--- src/rtl/bxa_pkg.sv ---
package bxa_pkg;
  typedef enum logic [2:0] {
    S_IDLE, S_HCHK, S_HSTART, S_HWAIT, S_DCHK, S_DSTART, S_DWAIT
  } arb_st_e;

  typedef enum logic {
    HMODE_INIT = 1'b0,
    HMODE_RUN  = 1'b1
  } hdma_mode_e;
endpackage

--- src/rtl/bxa_pend.sv ---
module bxa_pend
  import bxa_pkg::*;
(
  input  logic clk_i,
  input  logic rst_ni,
  input  logic dma_req_i,
  input  logic init_trig_i,
  input  logic line_trig_i,
  input  logic hen_any_i,
  input  logic hact_any_i,
  input  logic hclr_i,
  input  logic dclr_i,
  output logic hpend_o,
  output logic dpend_o,
  output logic mode_o
);
  logic       hset, dset;
  hdma_mode_e mode_q;

  assign hset = (init_trig_i && hen_any_i) || (line_trig_i && hact_any_i);
  assign dset = dma_req_i;

  // set beats clear: a fresh request survives its own service cycle
  always_ff @(posedge clk_i or negedge rst_ni) begin
    if (!rst_ni) begin
      hpend_o <= 1'b0;
      dpend_o <= 1'b0;
      mode_q  <= HMODE_INIT;
    end else begin
      if (hset)        hpend_o <= 1'b1;
      else if (hclr_i) hpend_o <= 1'b0;
      if (dset)        dpend_o <= 1'b1;
      else if (dclr_i) dpend_o <= 1'b0;
      if (line_trig_i && hact_any_i)     mode_q <= HMODE_RUN;
      else if (init_trig_i && hen_any_i) mode_q <= HMODE_INIT;
    end
  end

  assign mode_o = mode_q;
endmodule

--- src/rtl/bxa_seq.sv ---
module bxa_seq
  import bxa_pkg::*;
#(
  parameter int CYC_W = 4,
  parameter int CLK_W = 16
) (
  input  logic             clk_i,
  input  logic             rst_ni,
  input  logic             hpend_i,
  input  logic             dpend_i,
  input  logic             hen_any_i,
  input  logic             den_any_i,
  input  logic             done_i,
  input  logic [2:0]       phase_i,
  input  logic [CYC_W-1:0] cyc_i,
  input  logic [CLK_W-1:0] clks_i,
  output logic             hclr_o,
  output logic             dclr_o,
  output logic             clr_clks_o,
  output logic             stall_vld_o,
  output logic [CYC_W-1:0] stall_len_o,
  output logic             hstart_o,
  output logic             dstart_o,
  output logic             active_o
);
  arb_st_e st_q, st_d;
  logic [CYC_W-1:0] align_len, resync_len;
  logic [CLK_W-1:0] cyc_ext, rem;

  assign align_len  = CYC_W'(4'd8 - {1'b0, phase_i});
  assign cyc_ext    = CLK_W'(cyc_i);
  assign rem        = clks_i % cyc_ext;
  assign resync_len = cyc_i - CYC_W'(rem);

  always_comb begin
    st_d        = st_q;
    hclr_o      = 1'b0;
    dclr_o      = 1'b0;
    clr_clks_o  = 1'b0;
    stall_vld_o = 1'b0;
    stall_len_o = '0;
    unique case (st_q)
      S_IDLE: if (hpend_i || dpend_i) begin
        clr_clks_o = 1'b1;
        st_d       = S_HCHK;
      end
      S_HCHK: begin
        st_d = S_DCHK;
        if (hpend_i) begin
          hclr_o = 1'b1;
          if (hen_any_i) begin
            st_d = S_HSTART;
            if (!den_any_i) begin
              stall_vld_o = 1'b1;
              stall_len_o = align_len;
            end
          end
        end
      end
      S_HSTART: st_d = S_HWAIT;
      S_HWAIT: if (done_i) begin
        if (den_any_i) st_d = S_DCHK;
        else begin
          stall_vld_o = 1'b1;
          stall_len_o = resync_len;
          st_d        = S_IDLE;
        end
      end
      S_DCHK: begin
        dclr_o = dpend_i;
        st_d   = S_IDLE;
        if (dpend_i && den_any_i) begin
          stall_vld_o = 1'b1;
          stall_len_o = align_len;
          st_d        = S_DSTART;
        end
      end
      S_DSTART: st_d = S_DWAIT;
      S_DWAIT: if (done_i) begin
        stall_vld_o = 1'b1;
        stall_len_o = resync_len;
        st_d        = S_IDLE;
      end
      default: st_d = S_IDLE;
    endcase
  end

  always_ff @(posedge clk_i or negedge rst_ni) begin
    if (!rst_ni) st_q <= S_IDLE;
    else         st_q <= st_d;
  end

  assign hstart_o = (st_q == S_HSTART);
  assign dstart_o = (st_q == S_DSTART);
  assign active_o = (st_q != S_IDLE);
endmodule

--- src/rtl/bxa_irq.sv ---
module bxa_irq (
  input  logic clk_i,
  input  logic rst_ni,
  input  logic adv_i,
  input  logic lock_set_i,
  input  logic poll_i,
  input  logic nmi_i,
  input  logic irq_i,
  input  logic nmi_ack_i,
  input  logic irq_ack_i,
  output logic nmi_pend_o,
  output logic irq_pend_o
);
  logic lock_q, sample;

  assign sample = poll_i && !lock_q;

  always_ff @(posedge clk_i or negedge rst_ni) begin
    if (!rst_ni) begin
      lock_q     <= 1'b0;
      nmi_pend_o <= 1'b0;
      irq_pend_o <= 1'b0;
    end else begin
      if (lock_set_i) lock_q <= 1'b1;
      else if (adv_i) lock_q <= 1'b0;
      if (sample && nmi_i)  nmi_pend_o <= 1'b1;
      else if (nmi_ack_i)   nmi_pend_o <= 1'b0;
      if (sample && irq_i)  irq_pend_o <= 1'b1;
      else if (irq_ack_i)   irq_pend_o <= 1'b0;
    end
  end
endmodule

--- src/rtl/bus_xfer_arb.sv ---
module bus_xfer_arb #(
  parameter int NCH   = 8,
  parameter int CYC_W = 4,
  parameter int CLK_W = 16
) (
  input  logic             clk_i,
  input  logic             rst_ni,
  input  logic             dma_req_i,
  input  logic             hdma_init_trig_i,
  input  logic             hdma_line_trig_i,
  input  logic [NCH-1:0]   hdma_en_i,
  input  logic [NCH-1:0]   hdma_act_i,
  input  logic [NCH-1:0]   dma_en_i,
  input  logic [2:0]       phase_i,
  input  logic [CYC_W-1:0] cpu_cyc_i,
  input  logic [CLK_W-1:0] dma_clks_i,
  input  logic             xfer_done_i,
  input  logic             adv_i,
  input  logic             lock_set_i,
  input  logic             poll_i,
  input  logic             nmi_i,
  input  logic             irq_i,
  input  logic             nmi_ack_i,
  input  logic             irq_ack_i,
  output logic             active_o,
  output logic             hdma_mode_o,
  output logic             clr_clks_o,
  output logic             stall_vld_o,
  output logic [CYC_W-1:0] stall_len_o,
  output logic             hdma_start_o,
  output logic             dma_start_o,
  output logic             nmi_pend_o,
  output logic             irq_pend_o,
  output logic             int_pend_o
);
  logic hen_any, hact_any, den_any;
  logic hpend, dpend, hclr, dclr;

  assign hen_any  = |hdma_en_i;
  assign hact_any = |hdma_act_i;
  assign den_any  = |dma_en_i;

  bxa_pend u_pend (
    .clk_i       (clk_i),
    .rst_ni      (rst_ni),
    .dma_req_i   (dma_req_i),
    .init_trig_i (hdma_init_trig_i),
    .line_trig_i (hdma_line_trig_i),
    .hen_any_i   (hen_any),
    .hact_any_i  (hact_any),
    .hclr_i      (hclr),
    .dclr_i      (dclr),
    .hpend_o     (hpend),
    .dpend_o     (dpend),
    .mode_o      (hdma_mode_o)
  );

  bxa_seq #(.CYC_W(CYC_W), .CLK_W(CLK_W)) u_seq (
    .clk_i       (clk_i),
    .rst_ni      (rst_ni),
    .hpend_i     (hpend),
    .dpend_i     (dpend),
    .hen_any_i   (hen_any),
    .den_any_i   (den_any),
    .done_i      (xfer_done_i),
    .phase_i     (phase_i),
    .cyc_i       (cpu_cyc_i),
    .clks_i      (dma_clks_i),
    .hclr_o      (hclr),
    .dclr_o      (dclr),
    .clr_clks_o  (clr_clks_o),
    .stall_vld_o (stall_vld_o),
    .stall_len_o (stall_len_o),
    .hstart_o    (hdma_start_o),
    .dstart_o    (dma_start_o),
    .active_o    (active_o)
  );

  bxa_irq u_irq (
    .clk_i      (clk_i),
    .rst_ni     (rst_ni),
    .adv_i      (adv_i),
    .lock_set_i (lock_set_i),
    .poll_i     (poll_i),
    .nmi_i      (nmi_i),
    .irq_i      (irq_i),
    .nmi_ack_i  (nmi_ack_i),
    .irq_ack_i  (irq_ack_i),
    .nmi_pend_o (nmi_pend_o),
    .irq_pend_o (irq_pend_o)
  );

  assign int_pend_o = nmi_pend_o | irq_pend_o;
endmodule

--- config.mk ---
export PLATFORM = sky130hd
export DESIGN_NAME = bus_xfer_arb
export DESIGN_NICKNAME = d
export VERILOG_FILES = /design/src/rtl/bxa_pkg.sv /design/src/rtl/bxa_pend.sv /design/src/rtl/bxa_seq.sv /design/src/rtl/bxa_irq.sv /design/src/rtl/bus_xfer_arb.sv
export SDC_FILE = /design/constraint.sdc
export NUM_CORES = 1
export LEC_CHECK = 0
export BUFFER_PORTS_ARGS = -buffer_cell sky130_fd_sc_hd__buf_2
export CAP_MARGIN = 25
export CORE_MARGIN = 2
export CORE_UTILIZATION = 50
export CTS_CLUSTER_DIAMETER = 40
export DETAILED_ROUTE_END_ITERATION = 8
export PLACE_DENSITY = 0.71
export SKIP_CTS_REPAIR_TIMING = 1
export SLEW_MARGIN = 15
export SYNTH_ARGS = -nofsm -noshare
export SYNTH_HDL_FRONTEND = slang
export SYNTH_SLANG_ARGS = --single-unit
--- constraint.sdc ---
create_clock -name clk_i -period 120 [get_ports clk_i]
set_clock_uncertainty 0.2 [all_clocks]
set_input_delay 24 -clock clk_i [delete_from_list [all_inputs] [get_ports clk_i]]
set_output_delay 24 -clock clk_i [all_outputs]
set_load 0.01 [all_outputs]
==> impl_metrics.py <==
metrics = {
    "synth": {
        "yosysUniqueCellTypes": 106,
        "synth.cell_area_um2": 5610,
        "synth_commonest_cells": "70 x sky130_fd_sc_hd__nor2_1, 63 x sky130_fd_sc_hd__ha_1, 57 x sky130_fd_sc_hd__a21oi_1",
        "yosysTopAreaCellShare_pct": 14.1,
        "post-synth-top-count-cell": "sky130_fd_sc_hd__nor2_1",
        "synth_compound_gate_area_share_pct": 39.0,
        "synth-xor-area-share_pct": 5.76,
        "synth_top_family_by_area": "compound AO/OA/AOI/OAI gates",
        "yosys_warning_total": 0,
        "synth.yosys.seq_area_share_pct": 4.02,
        "synth_simple_gate_area_share_pct": 27.9,
        "synth_fa_ha_area_share_pct": 14.9,
        "synth_top_cell_by_area": "sky130_fd_sc_hd__ha_1",
        "synth-main-ff-cell": "sky130_fd_sc_hd__dfrtp_1",
        "post_synth.cell_area_avg_um2": 7.33,
        "synth.area.top_cells": "sky130_fd_sc_hd__ha_1 14%, sky130_fd_sc_hd__a21oi_1 5.1%, sky130_fd_sc_hd__nor2_1 4.7%",
        "synthArstFlopShare_pct": 100,
        "synth_edf_count": 0,
        "synthesized_netlist_net_count": 890,
        "synth_seq_cells": 9,
        "synth.mux.area_fraction_pct": 4.73,
        "synthesis.instances": 765,
    },
    "cells_and_area": {
        "antennaDiodeCount": 0,
        "finish.cell_count_without_fillers": 962,
        "num-fill-cells": 1058,
        "flow.area_growth_from_synthesis_pct": 8.94,
        "final_layout_size_suffix_gt1_share_pct": 16.7,
        "fin_nets": 948,
        "post-route-util_pct": 56.1,
    },
    "die": {
        "dieHeight_um": 110,
        "floorplan.die_area_um2": 12100,
        "core.rowCount": 38,
        "die_span_in_x_um": 110,
        "start_util_pct": 51.5,
        "core_area_um2": 10900,
        "ioPinCount": 73,
    },
    "drt": {
        "post_drt_wl_per_cell_um": 16.7,
        "detailedRoute.firstIterationViolations": 458,
        "routed-via-count": 6220,
        "routed_wl_um": 16100,
        "drt_first_pass_iters": 5,
        "final_antenna_net_count": 0,
        "drcViolationCount": 0,
        "viasPerCell": 6.47,
    },
    "global_route": {
        "first_global_vias": 5940,
        "globalRouteMet3Util_pct": 1.72,
        "gr-max-usage-layer": "met2",
        "groute.layer.met1.usage_pct": 35.1,
        "antenna_found_initial": 0,
        "grt_use_met2_pct": 48.5,
        "grt_first_pass_wirelength_um": 26900,
        "grt_start_max_net_pins": 17,
        "grtUsageTotal_pct": 26.8,
        "grt_overflow_total": 0,
    },
    "setup_path": {
        "critPathCaptureType": "output pin",
        "reg2reg_slack_ns": 118.60,
        "worst-path-max-fanout": 15,
        "timing_worst_setup_path_type": "in2out",
        "regToRegEndpoint": "u_seq.st_q[2]$_DFFE_PN0P_",
        "critical-path-slowest-cell": "sky130_fd_sc_hd__nor4_1",
        "worst_r2r_path_depth": 4,
        "crit_path_frequent_cell": "sky130_fd_sc_hd__ha_1",
        "worst_setup_path_start_kind": "primary input",
        "arrival_ns": 54.93,
        "crit_required_ns": 95.80,
        "timing.rr.start": "u_seq.st_q[0]$_DFFE_PN0P_",
        "cp_slowest_stage_delay_ns": 0.60,
    },
    "hold_path": {
        "whs_endpoint": "u_irq.lock_q$_DFFE_PN0P_",
        "timing.hold.worst_path_depth": 1,
        "worstHoldPathType": "reg2reg",
        "worst_hold_startpoint": "u_irq.lock_q$_DFFE_PN0P_",
    },
    "clocking": {
        "clock_pin_transition_on_the_worst_setup_and_hold_timing_paths_ns": 0.05,
        "cts_tree": "built",
        "numClockSinks": 9,
        "ctsHtreeMaxLevel": 1,
        "cts_inserted_buffers": 3,
        "cts_buffer_depth": 2,
        "root_buffer": "sky130_fd_sc_hd__clkbuf_8",
        "worst_skew_pair.late_latency_ns": 0.24,
    },
    "flow_run": {
        "max_cap_violations": 0,
    },
    "placement": {
        "port-buffer-count": 72,
        "place_ws_ns": 41.33,
        "place.gp.congestion": 0.920,
        "place.detailed.hpwl_um": 13100,
        "numPlacedInstances": 958,
    },
    "sta": {
        "clock.fmax_mhz": 12.6,
        "finalHoldViolations": 0,
        "grt_setup_unrepaired": "no",
        "fin_setup_tns_ns": 0,
        "worst_slew_margin_rel_pct": 33.6,
        "worst_pin_slew_ns": 0.983,
        "ratio_of_final_minimum_period_to_clock_period_pct": 65.9,
        "setup_slack_ns": 40.87,
        "finalCriticalPeriod_ns": 79.13,
        "report.final.slew_viol_count": 0,
        "finalSetupViolCount": 0,
    },
    "outcome": {
        "status": "complete, no violations",
    },
}
how the worst max path moves through the flow:
stage	start	to	slack, ns	cells past startpoint
finish	cpu_cyc_i[0]	stall_len_o[3]	40.87	139
floorplan	cpu_cyc_i[0]	stall_len_o[3]	45.67	139
CTS	cpu_cyc_i[0]	stall_len_o[3]	41.17	139
global placement	cpu_cyc_i[0]	stall_len_o[3]	42.48	139
detailed placement	cpu_cyc_i[0]	stall_len_o[3]	41.33	139
global route	cpu_cyc_i[0]	stall_len_o[3]	38.16	138
metal layers:
metal  vias up  wire length (um)
li1       3090                 -
met1      2939              7490
met2       176              7800
met3        15               585
met4         0               200
met5         -                 0
sequential cells by signal, summed over array words and instances (netlist names):
name              cells
u_seq.st_q            3
u_irq.nmi_pend_o      1
u_irq.irq_pend_o      1
u_irq.lock_q          1
u_pend.dpend_o        1
u_pend.mode_o         1
u_pend.hpend_o        1
kinds of logic (layout without fill, tap and decap cells):
group / after synthesis / after routing
AO/OA/AOI/OAI: 292 / 292
XOR/XNOR: 36 / 36
adder cells (fa/ha/maj): 66 / 66
buffers and inverters: 50 / 107
flip-flops: 9 / 9
multiplexers: 25 / 25
AND/OR/NAND/NOR: 287 / 287
critical path, delay by kind of cell:
kind,cells,cell delay [ns]
AOI/OAI and AO/OA,65,14.98
xor gates and xnor gates,2,0.35
adders and majority gates,17,4.99
buffers and inverters,8,0.81
muxes,5,1.42
and+or+nand+nor,42,8.31
cell usage in the layout, fill, tap and decap left out, types with 9 or more instances in the layout:
cell type                  synthesis  routed
sky130_fd_sc_hd__nor2_1           70      70
sky130_fd_sc_hd__mux2i_1          15      15
sky130_fd_sc_hd__dfrtp_1           9       9
sky130_fd_sc_hd__o21ai_0          48      48
sky130_fd_sc_hd__and2_1           10      10
sky130_fd_sc_hd__ha_1             63      63
sky130_fd_sc_hd__xnor2_1          24      24
sky130_fd_sc_hd__o21a_1           28      28
sky130_fd_sc_hd__a21oi_1          57      57
sky130_fd_sc_hd__buf_2             3      72
sky130_fd_sc_hd__or3_1            13      13
sky130_fd_sc_hd__nand4_1          14      14
sky130_fd_sc_hd__a31oi_1          12      12
sky130_fd_sc_hd__a21o_1           16      16
sky130_fd_sc_hd__o21ai_1          11      11
sky130_fd_sc_hd__nor4_1           10      10
sky130_fd_sc_hd__nand2_1          53      53
sky130_fd_sc_hd__nor3_1           32      32
sky130_fd_sc_hd__nand2b_1         18      18
sky130_fd_sc_hd__inv_1            28      28
sky130_fd_sc_hd__a211oi_1         11      11
sky130_fd_sc_hd__xor2_1           11      11
sky130_fd_sc_hd__nand3_1          17      17
per-stage QoR:
stage,hold slack [ns],cell area (um2)
detailed placement,0.271,6070
global route,0.304,6110
floorplan,0.250,5610
finish,0.282,6110
CTS,0.282,6110
global placement,0.258,6070
layout make-up:
class / count / area [um2] / share of cell area [%]
Timing Repair Buffer: 74 / 375 / 6.14
Inverter: 29 / 109 / 1.78
Tap cell: 140 / 175 / 2.87
Sequential cell: 9 / 225 / 3.69
Multi-Input combinational cell: 706 / 5180 / 84.8
Clock buffer: 4 / 45.0 / 0.737
Power is not shown: default switching activity piles up to over one toggle a cycle in this logic, so the estimate is an artifact.
